### src/rtl/gpio2_pkg.sv
package gpio2_pkg;

    localparam int ADDR_W   = 8;
    localparam int DATA_W   = 8;
    localparam int NPINS    = 2;
    localparam int DIR_LSB  = 4;
    localparam int SYNC_STG = 2;

    localparam logic [ADDR_W-1:0] ADDR_CTRL = 8'h40;
    localparam logic [ADDR_W-1:0] ADDR_STAT = 8'h41;
    localparam logic [ADDR_W-1:0] ADDR_MODE = 8'h70;

    typedef enum logic [1:0] {
        SEL_NONE,
        SEL_CTRL,
        SEL_STAT,
        SEL_MODE
    } reg_sel_e;

    typedef struct packed {
        logic [NPINS-1:0] dir;
        logic [NPINS-1:0] dat;
    } pin_cfg_t;

    typedef struct packed {
        logic [NPINS-1:0] oe;
        logic [NPINS-1:0] val;
        logic [NPINS-1:0] ana;
    } pad_drive_t;

    function automatic reg_sel_e decode_addr(input logic [ADDR_W-1:0] a);
        reg_sel_e s;
        if (a == ADDR_CTRL)      s = SEL_CTRL;
        else if (a == ADDR_STAT) s = SEL_STAT;
        else if (a == ADDR_MODE) s = SEL_MODE;
        else                     s = SEL_NONE;
        return s;
    endfunction

    function automatic logic [DATA_W-1:0] pack_ctrl(input pin_cfg_t c);
        logic [DATA_W-1:0] b;
        b = '0;
        b[NPINS-1:0]          = c.dat;
        b[DIR_LSB +: NPINS]   = c.dir;
        return b;
    endfunction

    function automatic logic [DATA_W-1:0] pack_low(input logic [NPINS-1:0] v);
        logic [DATA_W-1:0] b;
        b = '0;
        b[NPINS-1:0] = v;
        return b;
    endfunction

endpackage

### src/rtl/gpio2_insync.sv
module gpio2_insync
    import gpio2_pkg::*;
#(
    parameter int WIDTH  = NPINS,
    parameter int STAGES = SYNC_STG
) (
    input  logic             clk,
    input  logic             rst,
    input  logic [WIDTH-1:0] raw_in,
    output logic [WIDTH-1:0] sync_out
);

    localparam int LAST = STAGES - 1;

    for (genvar p = 0; p < WIDTH; p++) begin : g_pin
        logic [STAGES-1:0] chain_q;

        always_ff @(posedge clk) begin
            if (rst) chain_q <= '0;
            else     chain_q <= {chain_q[STAGES-2:0], raw_in[p]};
        end

        assign sync_out[p] = chain_q[LAST];
    end

endmodule

### src/rtl/gpio2_regbank.sv
module gpio2_regbank
    import gpio2_pkg::*;
(
    input  logic              clk,
    input  logic              rst,
    input  logic [ADDR_W-1:0] bus_addr,
    input  logic              bus_wr,
    input  logic [DATA_W-1:0] bus_wdata,
    input  logic              bus_rd,
    output logic [DATA_W-1:0] bus_rdata,
    input  logic [NPINS-1:0]  in_level,
    output pin_cfg_t          cfg,
    output logic [NPINS-1:0]  bypass
);

    reg_sel_e          sel;
    pin_cfg_t          cfg_q;
    logic [NPINS-1:0]  byp_q;
    logic [DATA_W-1:0] rd_mux;
    logic [DATA_W-1:0] rdata_q;

    assign sel = decode_addr(bus_addr);

    always_ff @(posedge clk) begin
        if (rst) begin
            cfg_q.dir <= '1;
            cfg_q.dat <= '0;
        end else if (bus_wr && sel == SEL_CTRL) begin
            cfg_q.dat <= bus_wdata[NPINS-1:0];
            cfg_q.dir <= bus_wdata[DIR_LSB +: NPINS];
        end
    end

    always_ff @(posedge clk) begin
        if (rst)                             byp_q <= '0;
        else if (bus_wr && sel == SEL_MODE)  byp_q <= bus_wdata[NPINS-1:0];
    end

    always_comb begin
        unique case (sel)
            SEL_CTRL: rd_mux = pack_ctrl(cfg_q);
            SEL_STAT: rd_mux = pack_low(in_level & ~byp_q);
            SEL_MODE: rd_mux = pack_low(byp_q);
            default:  rd_mux = '0;
        endcase
    end

    always_ff @(posedge clk) begin
        if (rst)         rdata_q <= '0;
        else if (bus_rd) rdata_q <= rd_mux;
    end

    assign bus_rdata = rdata_q;
    assign cfg       = cfg_q;
    assign bypass    = byp_q;

    p_rdata_hold_r10: assert property (@(posedge clk) disable iff (rst)
        !$past(bus_rd) |-> $stable(bus_rdata));

    p_mode_write_r7: assert property (@(posedge clk) disable iff (rst)
        ($past(bus_wr) && $past(bus_addr) == ADDR_MODE && !$past(rst))
            |-> bypass == $past(bus_wdata[NPINS-1:0]));

endmodule

### src/rtl/gpio2_padctl.sv
module gpio2_padctl
    import gpio2_pkg::*;
(
    input  pin_cfg_t         cfg,
    input  logic [NPINS-1:0] bypass,
    output pad_drive_t       drv
);

    for (genvar p = 0; p < NPINS; p++) begin : g_pin
        logic digital_en;
        assign digital_en   = cfg.dir[p] & ~bypass[p];
        assign drv.oe[p]    = digital_en;
        assign drv.val[p]   = digital_en & cfg.dat[p];
        assign drv.ana[p]   = bypass[p];
    end

endmodule

### src/rtl/gpio2_port.sv
module gpio2_port
    import gpio2_pkg::*;
(
    input  logic        clk,
    input  logic        rst,
    input  logic [7:0]  bus_addr,
    input  logic        bus_wr,
    input  logic [7:0]  bus_wdata,
    input  logic        bus_rd,
    output logic [7:0]  bus_rdata,
    input  logic [1:0]  pad_in,
    output logic [1:0]  pad_oe,
    output logic [1:0]  pad_out,
    output logic [1:0]  ana_sel
);

    pin_cfg_t         cfg;
    logic [NPINS-1:0] bypass;
    logic [NPINS-1:0] in_sync;
    pad_drive_t       drv;

    gpio2_insync #(.WIDTH(NPINS), .STAGES(SYNC_STG)) u_sync (
        .clk      (clk),
        .rst      (rst),
        .raw_in   (pad_in),
        .sync_out (in_sync)
    );

    gpio2_regbank u_regs (
        .clk       (clk),
        .rst       (rst),
        .bus_addr  (bus_addr),
        .bus_wr    (bus_wr),
        .bus_wdata (bus_wdata),
        .bus_rd    (bus_rd),
        .bus_rdata (bus_rdata),
        .in_level  (in_sync),
        .cfg       (cfg),
        .bypass    (bypass)
    );

    gpio2_padctl u_pads (
        .cfg    (cfg),
        .bypass (bypass),
        .drv    (drv)
    );

    assign pad_oe  = drv.oe;
    assign pad_out = drv.val;
    assign ana_sel = drv.ana;

    p_reset_vals_r1: assert property (@(posedge clk) disable iff (rst)
        $past(rst) |-> (pad_oe == 2'b11 && pad_out == 2'b00 && ana_sel == 2'b00));

    p_ctrl_write_r2: assert property (@(posedge clk) disable iff (rst)
        (bus_wr && bus_addr == ADDR_CTRL && ana_sel == 2'b00 &&
         !(bus_wr && bus_addr == ADDR_MODE))
            |=> pad_oe == $past(bus_wdata[DIR_LSB +: NPINS]));

    p_bypass_rise_r8: assert property (@(posedge clk) disable iff (rst)
        $rose(ana_sel[0]) |-> ($past(bus_wr) && $past(bus_addr) == ADDR_MODE));

    p_bypass_quiet_r8: assert property (@(posedge clk) disable iff (rst)
        (ana_sel & pad_oe) == 2'b00);

    p_sync_delay_r4: assert property (@(posedge clk) disable iff (rst)
        (!$past(rst) && !$past(rst, 2)) |-> in_sync == $past(pad_in, 2));

endmodule

### config.mk
export PLATFORM = sky130hd
export DESIGN_NAME = gpio2_port
export DESIGN_NICKNAME = d
export VERILOG_FILES = /design/src/rtl/gpio2_pkg.sv /design/src/rtl/gpio2_insync.sv /design/src/rtl/gpio2_regbank.sv /design/src/rtl/gpio2_padctl.sv /design/src/rtl/gpio2_port.sv
export SDC_FILE = /design/constraint.sdc
export NUM_CORES = 1
export LEC_CHECK = 0
export BUFFER_PORTS_ARGS = -buffer_cell sky130_fd_sc_hd__buf_2
export CAP_MARGIN = 20
export CORE_MARGIN = 4
export CORE_UTILIZATION = 39
export CTS_CLUSTER_DIAMETER = 200
export DETAILED_ROUTE_END_ITERATION = 16
export HOLD_SLACK_MARGIN = 0.06
export PLACE_DENSITY = 0.73
export SLEW_MARGIN = 15
export SYNTH_ARGS = -nofsm -noshare
export SYNTH_HDL_FRONTEND = slang
export SYNTH_SLANG_ARGS = --single-unit
### constraint.sdc
create_clock -name clk -period 1.2 [get_ports clk]
set_clock_uncertainty 0.1 [all_clocks]
set_input_delay 0.06 -clock clk [delete_from_list [all_inputs] [get_ports clk]]
set_output_delay 0.06 -clock clk [all_outputs]
set_load 0.01 [all_outputs]
### Word level (Yosys, flattened, before mapping)

Cells that the tools add are included.

* logic and storage cells: 26
* bits in read-only memories: 0
* latch bits: 0
* RAM bits: 0
* memories: 0
* output and inout port bits: 14
* register bits after elaboration: 18

* div/mod/pow operators: 0
* mux-type cells: 4
* $add $sub $neg: 0
* multipliers: 0
* equality and inequality tests: 6
* order comparisons: 0
* reduce and logical (&&, ||, !) cells: 2
* bitwise gates (word level): 8
* shift operators: 0

Operator list (count)
* $eq 8x7->1 const B: 3
* $pmux 6 s3: 1
* $mux 2: 3
* $and 1x1->1: 4
* $eq 2x2->1 const B: 2
* $and 2x2->2: 1
* $eq 2x1->1 const B: 1
* $logic_and 1x1->1: 2
* $not 1->1: 2
* $not 2->2: 1

### Depth between registers and ports, before layout

Gate-level depths: netlist of the first run.

* depth in word-level cells: 6
* gate-level depth with buffers: 4
* gate-level depth less buffers: 3

### Hierarchy

From an unflattened synthesis of the first run, not the netlist that was laid out.

* cells, all modules: 88
* area, all modules: 815.8 µm²

By module, submodules not included
* gpio2_regbank: area an instance 635.6 µm², times used 1, cells each 70
* gpio2_insync: area an instance 120.1 µm², times used 1, cells each 10
* gpio2_padctl: area an instance 60.1 µm², times used 1, cells each 8

### Worst setup path after synthesis of the first run

OpenSTA, ideal clock, no wires.

* kind: input to register
* start: input port bus_addr[1]
* end: register u_regs.rdata_q[1], in the netlist u_regs.bus_rdata[1]
* setup slack: -0.007 ns
* data arrival time: 1.047 ns
* path buffers: 0
* stages: 3
* path through: or4b_4 nor4_2 a221o_1

* cells in the longest elaborated chain, start to end: 6

Ends and longest elaborated chain
* start: declaration: line gpio2_port.sv:6 `input logic [7:0] bus_addr,`
* $eq 8x7->1: line gpio2_pkg.sv:35 `else if (a == ADDR_MODE) s = SEL_MODE;`
* $mux 2: line gpio2_pkg.sv:35
* $mux 2: line gpio2_pkg.sv:34 `else if (a == ADDR_STAT) s = SEL_STAT;`
* $mux 2 (*): line gpio2_pkg.sv:33 `if (a == ADDR_CTRL) s = SEL_CTRL;`
* $eq 2x2->1 or $eq 2x1->1 (tied branches): line gpio2_regbank.sv:40 `unique case (sel)`
* $pmux 6 s3 (*): line gpio2_regbank.sv:40
* end signal: assignment: line gpio2_regbank.sv:50 `else if (bus_rd) rdata_q <= rd_mux;`
* end: declaration: line gpio2_regbank.sv:20 `logic [DATA_W-1:0] rdata_q;`

Mark *: on every way between the ends. The rest lies on a longest branch, timed or not.
A chain may end at the register's enable or synchronous reset.

### Final worst setup path of the first run

* start: register u_regs.byp_q[0], in the netlist u_regs.bypass[0]
* end: output port pad_out[0]

* cells in the longest elaborated chain, start to end: 3

Ends and longest elaborated chain
* start: declaration: line gpio2_regbank.sv:18 `logic [NPINS-1:0] byp_q;`
* start signal: assignment: line gpio2_regbank.sv:36 `else if (bus_wr && sel == SEL_MODE) byp_q <= bus_wdata[NPINS-1:0];`
* $not 1->1: line gpio2_padctl.sv:11 `assign digital_en = cfg.dir[p] & ~bypass[p];`
* $and 1x1->1: line gpio2_padctl.sv:11
* $and 1x1->1: line gpio2_padctl.sv:13 `assign drv.val[p] = digital_en & cfg.dat[p];`
* end: declaration: line gpio2_port.sv:13 `output logic [1:0] pad_out,`

No other way between the ends.

==> results of run 1 <==
==> power by group through the flow <==
stage | clock, mW | sequential (mW) | combinational, mW
3_3_place_gp | 0 | 0.483 | 0.0927
6_report | 0.342 | 0.470 | 0.116
4_1_cts | 0.347 | 0.472 | 0.112
3_5_place_dp | 0 | 0.483 | 0.0938
5_1_grt | 0.391 | 0.471 | 0.127
2_1_floorplan | 0 | 0.483 | 0.0523
==> sequential cells by signal, summed over array words and instances (netlist names) <==
name,count
u_regs.bus_rdata,4
u_regs.cfg,4
u_sync.g_pin.chain_q,4
u_regs.bypass,2
==> cell type report <==
class	instances	area (µm²)	area share, %
well taps	25	31.3	2.83
multi-input cells	55	422	38.1
repair buffers	47	325	29.4
clock buffers	4	36.3	3.28
inverters	1	3.75	0.339
flip-flops and latches	14	288	26.0
==> Yosys cell counts (2+ instances only) <==
master	number	area share [%]
dfxtp_1	14	39
buf_4	7	7.3
nand2b_1	7	6.1
mux2i_1	6	8.4
nor2b_1	6	5.2
nor2_1	5	2.6
nor3b_1	3	3.1
a21oi_1	2	1.4
and2_1	2	1.7
nand2b_2	2	2.4
nand3b_1	2	2.1
nand4_1	2	1.7
nor4b_1	2	2.4
==> worst max-delay path, cell delays in order (launching register included) <==
cell and delay (ns):
dfxtp_2 0.33, buf_6 0.11, nor2b_4 0.10, and2_4 0.14
buf_6 0.09
==> routing by layer <==
layer	vias up	part of all wire, %
met5	-	0
met4	0	0.93
met3	2	8.6
met2	22	53
met1	291	37
li1	345	-
==> logic make-up after synthesis <==
family / Yosys count
AOI/OAI and AO/OA: 6
and+or+nand+nor: 39
muxes: 6
other: 1
DFF: 14
buffers and inverters: 9
==> how the worst max path moves through the flow <==
| stage | start | end | cells after the start |
|---|---|---|---|
| after global routing | u_regs.bypass[0] | pad_out[0] | 4 |
| final | u_regs.bypass[0] | pad_out[0] | 4 |
| after CTS | u_regs.bypass[0] | pad_out[0] | 4 |
| after detailed placement | bus_addr[1] | u_regs.bus_rdata[0] | 4 |
| after global placement | bus_addr[1] | u_regs.bus_rdata[1] | 4 |
| after floorplan | bus_addr[1] | u_regs.bus_rdata[1] | 3 |
==> repair_timing <==
action / in CTS / in global routing
hold endpoints to repair: 10 / 2
resized for setup: 6 / 11
setup buffers: 1 / 4
pin swaps: 2 / 1
setup endpoints to repair: 3 / 5
==> impl_metrics.yaml, run 1 <==
setup_path:
  reg2reg_from: "u_regs.bypass[0]"
  reg2reg_depth: 3
  crit_type: "reg2out"
  cp-start-kind: "flop"
  r2r_setup_slack_ns: 0.05
  arrival_ns: 1.06
  r2r_end: "u_regs.bus_rdata[0]"
  crit_path_end_kind: "output port"
  worstPathMaxFanout: 2
  cp.required_ns: 1.04
placement:
  dp.cells: 131
  pre_cts_ws_ns: -0.224
  routabilityCongestion: 0.729
  place_area_um2: 906
  dp_hpwl_um: 1270
  port_buffers: 27
finish:
  instances_no_fill: 146
  final_net_count: 144
  diodes: 0
  drive_gt1_share_pct: 47.9
  most-common-layout-cells: "24 x buf_2, 12 x buf_4, 10 x dfxtp_1, 7 x nand2b_1, 7 x dlygate4sd3_1"
  post-route-util_pct: 64.1
  fillers: 148
  final_common_cell: "buf_2"
  syn2layout_area_growth_pct: 54.3
  post-route-cell-area_um2: 1110
min_path:
  hold_path_class: "in2reg"
  hp-start: "bus_addr[7]"
  hold_path_depth: 4
  holdPathEnd: "u_regs.bus_rdata[5]"
logic_synthesis:
  synth_top_family_by_area: "simple AND/OR/NAND/NOR gates"
  synth_compound_area_share_pct: 6.11
  synth.yosys.seq_area_share_pct: 39.1
  synthAdderAreaFrac_pct: 0
  avgSynthCellArea_um2: 9.56
  synth_edf_count: 0
  synth-xor-area-share_pct: 0
  synthCells: 75
  ys_ff_latch: 14
  synth_cell_type_count: 28
  synthMuxAreaShare_pct: 8.38
  ys.flop_type: "dfxtp_1"
  yosysWarnings: 0
  synthSimpleGateAreaFrac_pct: 37.5
  async_flop_share_pct: 0
  synth_area_um2: 717
detailed_routing:
  wl_per_cell_um: 11.8
  firstDrtPassIters: 4
  dr.first_iter.drc_count: 11
  vias_per_cell: 4.52
  antenna_left: 0
  vias: 660
  drc_errors: 0
  drt-total-wl_um: 1720
timing:
  setup_viol: 1
  hold_ws_ns: 0.0116
  rsz0062_at_grt: "true"
  fin_crit_sh_pct: 101
  fmax_mhz: 823
  finalCriticalPeriod_ns: 1.22
  tns_ns: -0.0158
  hold_viol_final: 0
  maxSlewViolCount: 0
  setup_slack_ns: -0.0158
power_and_ir_drop:
  p_leak_nw: 0.511
  p_clk_share_pct: 36.8
  powerDensity_nw_per_um2: 839
  p_int_uw: 718
  switching_share_pct: 22.6
  vdd_ir_drop_max_uv: 858
  p_total_uw: 928
  comb_power_share_pct: 12.5
  seq_power_share_pct: 50.7
  switching_power_uw: 210
clock_network:
  clk_path_buf_depth: 2
  h-tree-depth: 1
  clk_pin_slew_ns: 0.09
  insertion_delay_ns: 0.28
  numClockSinks: 14
  postCtsHoldBufs: 7
  clock-root-buffer: "clkbuf_4"
  cts_tree: "built"
  numCtsBuffers: 3
global_routing:
  grt_pass1_wl_um: 2600
  grt_pass1_vias: 622
  gr-max-usage-layer: "met2"
  use_met3_pct: 6.41
  grt.total_usage_pct: 13.4
  met2_usage_pct: 22.6
  antenna_found_initial: 0
  grt_util_met1_pct: 14.5
  grt_max_degree: 12
  grt_overflow: 0
status:
  violations: "setup timing"
  outcome: "complete, but fails checks"
floorplanning:
  fp.dieArea_um2: 2590
  io_pins: 36
  rows: 15
  die_x_um: 50.9
  dieHeight_um: 50.9
  initial_utilization_pct: 41.5
  core-area_um2: 1730
run:
  maxCapViolCount: 0
Power figures use the tool's default switching activity.
==> run 2, diff against run 1 <==
--- a/config.mk
+++ b/config.mk
@@ -8,11 +8,12 @@
 export BUFFER_PORTS_ARGS = -buffer_cell sky130_fd_sc_hd__buf_2
 export CAP_MARGIN = 20
 export CORE_MARGIN = 4
-export CORE_UTILIZATION = 39
+export CORE_UTILIZATION = 40
 export CTS_CLUSTER_DIAMETER = 200
 export DETAILED_ROUTE_END_ITERATION = 16
 export HOLD_SLACK_MARGIN = 0.06
-export PLACE_DENSITY = 0.73
+export MAX_ROUTING_LAYER = met4
+export PLACE_DENSITY = 0.71
 export SLEW_MARGIN = 15
 export SYNTH_ARGS = -nofsm -noshare
 export SYNTH_HDL_FRONTEND = slang
==> constraint.sdc (replaced) <==
create_clock -name clk -period 1.55 [get_ports clk]
set_clock_uncertainty 0.1 [all_clocks]
set_input_delay 0.0775 -clock clk [delete_from_list [all_inputs] [get_ports clk]]
set_output_delay 0.0775 -clock clk [all_outputs]
set_load 0.01 [all_outputs]
==> run 2 against run 1 <==
  * The run now ends clean
  * Combinational power fell by 22%
  * Final area fell by 8.7%
  * Register-to-register slack improved by 0.29 ns
  * First-iteration DRC count fell by 73%
  * Die area fell by 2.1%
  * Total power fell by 23%
  * Via count fell by 2.0%
  * Wire length fell by 4.9%
  * Core utilization fell by 4.9 points
  * Setup slack improved by 0.075 ns
  * Critical endpoint is now u_regs.cfg[1]
==> impl_metrics.yaml, run 2 (same netlist as run 1, synthesis figures left out) <==
power_and_ir_drop:
  powerDensity_nw_per_um2: 711
  vdd_ir_drop_max_uv: 389
  p_leak_nw: 0.440
clock_network:
  numCtsBuffers: 3
  insertion_delay_ns: 0.28
  numClockSinks: 14
  clk_path_buf_depth: 2
  cts_tree: "built"
  post_cts_buffers: 0
  clock-root-buffer: "clkbuf_4"
  clk_pin_slew_ns: 0.09
  h-tree-depth: 1
floorplanning:
  die_x_um: 50.3
  io_pins: 36
  core-area_um2: 1710
  fp.dieArea_um2: 2530
  dieHeight_um: 50.3
  initial_utilization_pct: 42.0
  rows: 15
setup_path:
  worstPathMaxFanout: 4
  reg2reg_depth: 3
  crit_path_end_kind: "flop"
  cp-start-kind: "input pin"
  arrival_ns: 1.56
  r2r_setup_slack_ns: 0.34
  r2r_end: "u_regs.bus_rdata[0]"
  cp.required_ns: 1.62
  crit_type: "in2reg"
  reg2reg_from: "u_regs.bypass[0]"
detailed_routing:
  vias_per_cell: 4.65
  drt-met1-wl_um: 677
  dr.first_iter.drc_count: 3
  topRoutingLayerUsed: "met4"
  wl_per_cell_um: 11.8
  dr_wl_met3_um: 116
  drt-total-wl_um: 1640
  firstDrtPassIters: 3
  wl_met2_um: 834
  antenna_left: 0
  drc_errors: 0
  vias: 647
timing:
  fin_crit_sh_pct: 96.2
  slew_headroom_pct: 62.0
  tns_ns: 0
  finalCriticalPeriod_ns: 1.49
  worstMarginPinSlew_ns: 0.563
  setup_viol: 0
  maxSlewViolCount: 0
  fmax_mhz: 671
  hold_viol_final: 0
  rsz0062_at_grt: "false"
finish:
  syn2layout_area_growth_pct: 40.8
  most-common-layout-cells: "27 x buf_2, 14 x dfxtp_1, 13 x dlygate4sd3_1, 7 x nand2b_1"
  post-route-util_pct: 59.1
  final_net_count: 137
  fillers: 168
  final_common_cell: "buf_2"
  diodes: 0
  drive_gt1_share_pct: 32.5
min_path:
  hold_path_class: "in2reg"
  hp-start: "rst"
  hold_path_depth: 2
  holdPathEnd: "u_sync.g_pin[1].chain_q[1]"
global_routing:
  antenna_found_initial: 0
  grt_pass1_wl_um: 2850
  grt_max_degree: 22
  grt_pass1_vias: 657
  grt_overflow: 0
  grt.total_usage_pct: 14.9
placement:
  port_buffers: 27
  routabilityCongestion: 0.734
run:
  maxCapViolCount: 0
status:
  outcome: "complete, no violations"
-- run 2: changes by cell type in the layout (fill, tap and decap cells not counted), moves of 2 or more --
cell,previous run,this run
buf_6,4,0
and2_4,2,0
buf_4,12,0
and2_1,0,2
dlygate4sd3_1,7,13
dfxtp_1,10,14
dfxtp_2,3,0
nor2b_4,2,0
buf_2,24,27
nor2b_1,4,6
-- run 2: layer usage --
metal | vias to the layer above | track usage, %
li1 | 333 | -
met1 | 295 | 17.4
met5 | - | -
met4 | 0 | 5.38
met2 | 17 | 24.3
met3 | 2 | 4.15
-- run 2: how the worst max path moves through the flow --
stage,startpoint,end,slack [ns],cells after the start
after floorplan,bus_addr[1],u_regs.bus_rdata[1],0.33,3
after global placement,bus_addr[1],u_regs.bus_rdata[1],0.16,4
after detailed placement,bus_addr[1],u_regs.bus_rdata[1],0.14,4
after CTS,bus_addr[7],u_regs.cfg[1],0.06,5
after global routing,bus_addr[7],u_regs.cfg[1],0.01,5
final,bus_addr[7],u_regs.cfg[1],0.06,5
-- run 2: cell type report --
cell class	instances	area, µm²	share of cell area, %
sequential	14	280	27.8
timing repair buffer	40	265	26.3
inverter	1	3.75	0.372
clock buffer	4	36.3	3.59
tap	25	31.3	3.10
multi-input combinational	55	393	38.9
-- run 2: worst max-delay path: stages --
cell and delay (ns):
buf_2 0.11, dlygate4sd3_1 0.55, nor3b_1 0.41, nand3_2 0.24
mux2i_1 0.17
-- run 2: power by group --
part | switching [mW] | internal, mW | total, mW
Clock | 0.120 | 0.143 | 0.262
Sequential | 0.00113 | 0.364 | 0.366
Combinational | 0.0388 | 0.0512 | 0.0900
-- run 2: timing repair --
action | 4_1_cts | 5_1_grt
endpoints found under the hold margin | 10 | 0
endpoints found under the setup margin | 0 | 4
resized for setup | 0 | 1
hold buffers | 13 | 0
-- run 2: through the flow --
step | setup slack [ns] | std cells | cell area, µm² | power (mW) | hold WS (ns)
after global placement | 0.156 | 122 | 838 | 0.435 | 0.189
after CTS | 0.0638 | 139 | 1000 | 0.717 | 0.0713
after floorplan | 0.326 | 78 | 728 | 0.414 | 0.106
after detailed placement | 0.141 | 122 | 838 | 0.436 | 0.193
after global routing | 0.0139 | 139 | 1010 | 0.758 | 0.0747
final | 0.0593 | 139 | 1010 | 0.718 | 0.0665
